`src/rtl/exc_pkg.sv`:
```
package exc_pkg;
    localparam int XLEN     = 32;
    localparam int CAUSE_W  = 12;
    localparam int BL_BIT   = 28;
    localparam int MD_BIT   = 30;
    localparam logic [XLEN-1:0] MRESET_CODE = 32'h0000_0020;

    typedef struct packed {
        logic [XLEN-1:0] sr;
        logic [XLEN-1:0] spc;
        logic [XLEN-1:0] ssr;
        logic [XLEN-1:0] evt;
        logic [XLEN-1:0] rpc;
        logic            rvalid;
        logic            mreset;
        logic            slot_rte;
        logic            old_bl;
    } ctl_state_t;
endpackage

```
`src/rtl/exc_accept.sv`:
```
module exc_accept (
    input  logic exc_req,
    input  logic exc_ubreak,
    input  logic exc_ifetch,
    input  logic in_rte_slot,
    input  logic bl_now,
    input  logic bl_before,
    input  logic irq_req,
    input  logic nmi_req,
    input  logic nmi_unblock,
    input  logic low_power,
    input  logic rte_strobe,
    output logic take_reset,
    output logic take_exc,
    output logic take_nmi,
    output logic take_irq
);
    logic bl_judge;
    logic nmi_ok;
    logic irq_ok;

    always_comb begin
        // fetch-side faults in the return's slot see the pre-restore SR
        bl_judge   = (in_rte_slot && exc_ifetch) ? bl_before : bl_now;
        take_reset = exc_req && bl_judge && !exc_ubreak;
        take_exc   = exc_req && !bl_judge;
        nmi_ok     = nmi_req && !rte_strobe && (!bl_now || nmi_unblock || low_power);
        irq_ok     = irq_req && !rte_strobe && (!bl_now || low_power);
        take_nmi   = !exc_req && nmi_ok;
        take_irq   = !exc_req && !nmi_ok && irq_ok;
    end
endmodule

```
`src/rtl/exc_retpc.sv`:
```
module exc_retpc #(
    parameter int XLEN       = 32,
    parameter int INSN_BYTES = 2
) (
    input  logic            is_async,
    input  logic            completion,
    input  logic            in_slot,
    input  logic            is_dbranch,
    input  logic [XLEN-1:0] cur_pc,
    input  logic [XLEN-1:0] next_pc,
    input  logic [XLEN-1:0] br_target,
    output logic [XLEN-1:0] ret_pc
);
    localparam logic [XLEN-1:0] STEP = XLEN'(INSN_BYTES);

    always_comb begin
        if (is_async)
            ret_pc = next_pc;
        else if (completion)
            ret_pc = is_dbranch ? br_target : next_pc;
        else
            ret_pc = in_slot ? (cur_pc - STEP) : cur_pc;
    end
endmodule

```
`src/rtl/exc_ctrl.sv`:
```
module exc_ctrl #(
    parameter int               XLEN        = 32,
    parameter int               CAUSE_W     = 12,
    parameter int               INSN_BYTES  = 2,
    parameter logic [XLEN-1:0]  HANDLER_BASE = 32'h8000_0000,
    parameter logic [XLEN-1:0]  EXC_OFS     = 32'h0000_0100,
    parameter logic [XLEN-1:0]  IRQ_OFS     = 32'h0000_0600,
    parameter logic [XLEN-1:0]  RESET_VEC   = 32'hA000_0000,
    parameter logic [XLEN-1:0]  RESET_SR    = 32'h7000_00F0
) (
    input  logic               clk,
    input  logic               rst_n,
    input  logic [XLEN-1:0]    cur_pc,
    input  logic [XLEN-1:0]    next_pc,
    input  logic [XLEN-1:0]    br_target,
    input  logic               in_slot,
    input  logic               is_dbranch,
    input  logic               exc_req,
    input  logic               exc_completion,
    input  logic               exc_ubreak,
    input  logic               exc_ifetch,
    input  logic [CAUSE_W-1:0] exc_cause,
    input  logic               irq_req,
    input  logic               nmi_req,
    input  logic               nmi_unblock,
    input  logic               low_power,
    input  logic               rte_strobe,
    input  logic               sr_we,
    input  logic [XLEN-1:0]    sr_wdata,
    output logic               redirect_valid,
    output logic [XLEN-1:0]    redirect_pc,
    output logic [XLEN-1:0]    sr_o,
    output logic [XLEN-1:0]    spc_o,
    output logic [XLEN-1:0]    ssr_o,
    output logic [XLEN-1:0]    event_code,
    output logic               mreset_req
);
    import exc_pkg::*;

    localparam logic [XLEN-1:0] ENTRY_SET = (XLEN'(1) << BL_BIT) | (XLEN'(1) << MD_BIT);

    ctl_state_t st_d, st_q;
    logic take_reset, take_exc, take_nmi, take_irq;
    logic [XLEN-1:0] ret_pc;

    exc_accept u_accept (
        .exc_req     (exc_req),
        .exc_ubreak  (exc_ubreak),
        .exc_ifetch  (exc_ifetch),
        .in_rte_slot (st_q.slot_rte),
        .bl_now      (st_q.sr[BL_BIT]),
        .bl_before   (st_q.old_bl),
        .irq_req     (irq_req),
        .nmi_req     (nmi_req),
        .nmi_unblock (nmi_unblock),
        .low_power   (low_power),
        .rte_strobe  (rte_strobe),
        .take_reset  (take_reset),
        .take_exc    (take_exc),
        .take_nmi    (take_nmi),
        .take_irq    (take_irq)
    );

    exc_retpc #(.XLEN(XLEN), .INSN_BYTES(INSN_BYTES)) u_retpc (
        .is_async   (!exc_req),
        .completion (exc_completion),
        .in_slot    (in_slot),
        .is_dbranch (is_dbranch),
        .cur_pc     (cur_pc),
        .next_pc    (next_pc),
        .br_target  (br_target),
        .ret_pc     (ret_pc)
    );

    always_comb begin
        st_d          = st_q;
        st_d.rvalid   = 1'b0;
        st_d.mreset   = 1'b0;
        st_d.slot_rte = 1'b0;
        if (take_reset) begin
            st_d.sr     = RESET_SR;
            st_d.rpc    = RESET_VEC;
            st_d.rvalid = 1'b1;
            st_d.evt    = MRESET_CODE;
            st_d.mreset = 1'b1;
        end else if (take_exc || take_nmi || take_irq) begin
            st_d.ssr    = st_q.sr;
            st_d.spc    = ret_pc;
            st_d.sr     = st_q.sr | ENTRY_SET;
            st_d.rvalid = 1'b1;
            st_d.rpc    = HANDLER_BASE + (take_exc ? EXC_OFS : IRQ_OFS);
            if (take_exc)
                st_d.evt = XLEN'(exc_cause);
        end else if (rte_strobe) begin
            st_d.sr       = st_q.ssr;
            st_d.rpc      = st_q.spc;
            st_d.rvalid   = 1'b1;
            st_d.slot_rte = 1'b1;
            st_d.old_bl   = st_q.sr[BL_BIT];
        end else if (sr_we) begin
            st_d.sr = sr_wdata;
        end
    end

    always_ff @(posedge clk or negedge rst_n) begin
        if (!rst_n) begin
            st_q          <= '0;
            st_q.sr       <= RESET_SR;
        end else begin
            st_q <= st_d;
        end
    end

    assign redirect_valid = st_q.rvalid;
    assign redirect_pc    = st_q.rpc;
    assign sr_o           = st_q.sr;
    assign spc_o          = st_q.spc;
    assign ssr_o          = st_q.ssr;
    assign event_code     = st_q.evt;
    assign mreset_req     = st_q.mreset;
endmodule

```
`config.mk`:
```
export PLATFORM = sky130hd
export DESIGN_NAME = exc_ctrl
export DESIGN_NICKNAME = d
export VERILOG_FILES = /design/src/rtl/exc_pkg.sv /design/src/rtl/exc_accept.sv /design/src/rtl/exc_retpc.sv /design/src/rtl/exc_ctrl.sv
export SDC_FILE = /design/constraint.sdc
export NUM_CORES = 1
export LEC_CHECK = 0
export CAP_MARGIN = 10
export CORE_MARGIN = 2
export CORE_UTILIZATION = 47
export DETAILED_ROUTE_END_ITERATION = 6
export GPL_TIMING_DRIVEN = 0
export PLACE_DENSITY_LB_ADDON = 0.08
export SLEW_MARGIN = 20
export SYNTH_ARGS = -nofsm -noshare
export SYNTH_HDL_FRONTEND = slang
export SYNTH_SLANG_ARGS = --single-unit
```
`constraint.sdc`:
```
create_clock -name clk -period 3.9 [get_ports clk]
set_input_delay 0.78 -clock clk [delete_from_list [all_inputs] [get_ports clk]]
set_output_delay 0.78 -clock clk [all_outputs]
set_load 0.02 [all_outputs]
```
==> impl_metrics.toml <==
[final_layout]
design_area_um2 = 11400
layout-drive-gt1-share_pct = 9.22
finalNonFillerCells = 1344
final_nets = 1270
syn2layout_area_growth_pct = 52.3
fillCellCount = 1268
diodes = 0

[synthesis]
synthTopCellsByArea = "dfrtp_1 46%, mux2i_1 9.1%, nand2_1 9.0%, o21ai_0 3.9%, nor2_1 2.7%"
synth_cell_types = 68
ys_ff_latch = 144
synthFlopType = "dfrtp_1"
yosysSeqAreaShare_pct = 48.1
async_flop_share_pct = 100
yosysTopAreaCell = "dfrtp_1"
yosys_warnings = 0
synth_area_um2 = 7500
yosysTopAreaCellShare_pct = 45.7
avgSynthCellArea_um2 = 9.58
synthCells = 783
synth_edf_count = 0

[placement]
dp_slack_ns = 0.588
place_inst = 1312
numPortBuffers = 293
dp_hpwl_um = 19300
gp_congestion = 0.929
placed_cell_area_um2 = 10800

[detailed_routing]
vias_per_cell = 5.40
detail-route-antenna-nets = 0
drc = 0
drtIter0Drc = 625
wl_um = 25400
wire_per_inst_um = 18.9
drt_pass1_iterations = 5
route.vias.total = 7262

[grt]
grt.total_usage_pct = 30.1
grt_max_degree = 81
grt_pass1_wl_um = 38700
antenna_found_initial = 0
grt_pass1_vias = 7116
grt_overflow = 0

[sta]
fin_skew_ns = 0.00976
final-setup-viol-count = 0
tightestPinTransition_ns = 0.976
max_slew_margin_pct = 34.4
period_needed_ns = 2.89
drv_slew = 0
worst_slack_ns = 1.01
rsz0062_at_grt = "no"
fmax_mhz = 346
period_share_pct = 74.1
final-hold-violation-count = 0

[clock_network]
holdBufCountCts = 0
clock_path_buffers = 2
cts.sinks = 144
ctsRootBufferMaster = "clkbuf_16"
clkLatencyLatePin_ns = 0.43
htree_num_levels = 4
cts_buffers = 17
cts_tree = "yes"
cts.repair.resized = 0
postCtsSetupRepairBufs = 0
clk_pin_slew_ns = 0.06

[floorplan]
top_level_ports = 316
coreArea_um2 = 15800
floorplan.initialDensity_pct = 47.6
dieArea_um2 = 17000
die_height_um = 130
row_count = 46
die_w_um = 130

[setup_path]
crit_top_cell = "nand2_1"
cpMaxStageDelayCell = "nor3_1"
worstSetupPathType = "primary input to flip-flop"
max_stage_delay_ns = 0.78
crit_path_end_kind = "flip-flop"
arrival_ns = 3.21
cp.required_ns = 4.22
setup.worst_path.start_class = "primary input"
path_cells = "clkdlybuf4s50_1 -> and3_1 -> nor3_1 -> nor2_2 -> buf_2 -> clkbuf_1 -> nand2_1 -> nand2_1"
cp_max_fo = 10

[power]
leakagePower_nw = 4.97
power_density_nw_per_um2 = 595
ir_drop_mv = 0.388
total_power_mw = 6.80

[run_status]
status = "finished, final reports clean"

[hold_path]
worstHoldPathType = "primary input to async pin"

[job]
cap_violations = 0
-- logic make-up after synthesis --
logic type,share of synthesized area [%]
other cells,0.0500
buf+inv,5.54
mux,9.67
compound gates,14.1
fa+ha+maj,0.167
flops,48.1
xor+xnor,3.03
simple gates,19.3
-- synthesized netlist by cell type (4+ instances only) --
| cell type | instances |
|---|---|
| a31oi_1 | 4 |
| a22o_1 | 13 |
| nand3_1 | 9 |
| mux2_2 | 4 |
| o21ai_0 | 59 |
| and3_1 | 4 |
| o22ai_1 | 16 |
| dfrtp_1 | 137 |
| xor2_1 | 4 |
| a221oi_1 | 8 |
| xnor2_1 | 22 |
| a211oi_1 | 7 |
| buf_1 | 4 |
| o221ai_1 | 14 |
| clkbuf_1 | 27 |
| nand4_1 | 5 |
| buf_2 | 13 |
| buf_4 | 22 |
| a21oi_1 | 16 |
| nor3_1 | 11 |
| nor4_1 | 7 |
| dfstp_2 | 7 |
| inv_1 | 8 |
| mux2i_1 | 68 |
| nor2b_1 | 5 |
| nand2_1 | 179 |
| nor2_1 | 53 |
-- state kept, by name (all words and copies together) (netlist names) --
| register | flops |
|---|---|
| ssr_o | 32 |
| st_q | 2 |
| redirect_valid | 1 |
| sr_o | 32 |
| redirect_pc | 32 |
| event_code | 12 |
| spc_o | 32 |
| mreset_req | 1 |
-- stage by stage --
stage / TNS [ns] / util (%) / hold slack (ns)
2_1_floorplan: 0 / - / 0.484
3_3_place_gp: -531.38 / 68.3 / 0.474
3_5_place_dp: 0 / 68.5 / 0.480
4_1_cts: 0 / 72.5 / 0.309
5_1_grt: 0 / 72.5 / 0.331
6_report: 0 / 72.5 / 0.287
-- cell type report --
cell class / instances / area, µm² / area share, %
flip-flops and latches: 144 / 3610 / 31.6
multi-input cells: 580 / 3550 / 31.0
repair buffers: 294 / 2970 / 25.9
clock buffers: 18 / 439 / 3.84
plain buffers: 70 / 385 / 3.37
well taps: 216 / 270 / 2.36
clock inverters: 14 / 180 / 1.58
inverters: 8 / 30.0 / 0.263
-- cell usage in the layout (no fill, tap or decap), types with 9 or more instances in the layout --
cell	count
buf_2	13
nor2_1	53
a21oi_1	16
mux2i_1	68
xnor2_1	22
clkdlybuf4s50_1	292
nand2_1	179
buf_4	22
a22o_1	13
nand3_1	9
clkbuf_16	17
o21ai_0	59
clkbuf_1	27
dfrtp_1	137
conb_1	20
nor3_1	11
o221ai_1	14
o22ai_1	16
-- worst max-delay path, delay by kind of cell --
kind / cells / cell delay [ns]
AND/OR/NAND/NOR: 5 / 1.38
buffers and inverters: 3 / 1.04
-- per-layer routing --
metal / wire length (µm) / global-route usage [%]
met1: 9940 / 37.9
met2: 12600 / 50.4
met3: 2120 / 7.13
met4: 771 / 11.9
met5: 0 / 0
-- final timing paths --
path                       cells past startpoint        from         to  slack, ns
min in group clk                               2   ssr_o[21]  ssr_o[21]       0.49
hold / removal                                 1       rst_n   ssr_o[9]       0.29
hold reg to reg                                2   ssr_o[21]  ssr_o[21]       0.49
setup / recovery                               8  exc_ifetch  ssr_o[30]       1.01
setup reg to reg                               7     st_q[1]  ssr_o[30]       1.40
max in group asynchronous                      2       rst_n    sr_o[5]       2.85
-- power by group --
| group | internal [mW] | leakage, nW | switching, mW |
|---|---|---|---|
| Sequential | 1.98 | 1.82 | 0.384 |
| Combinational | 1.28 | 2.86 | 1.44 |
| Clock | 1.03 | 0.292 | 0.687 |
Note: power is estimated with default switching activity, not from simulation.
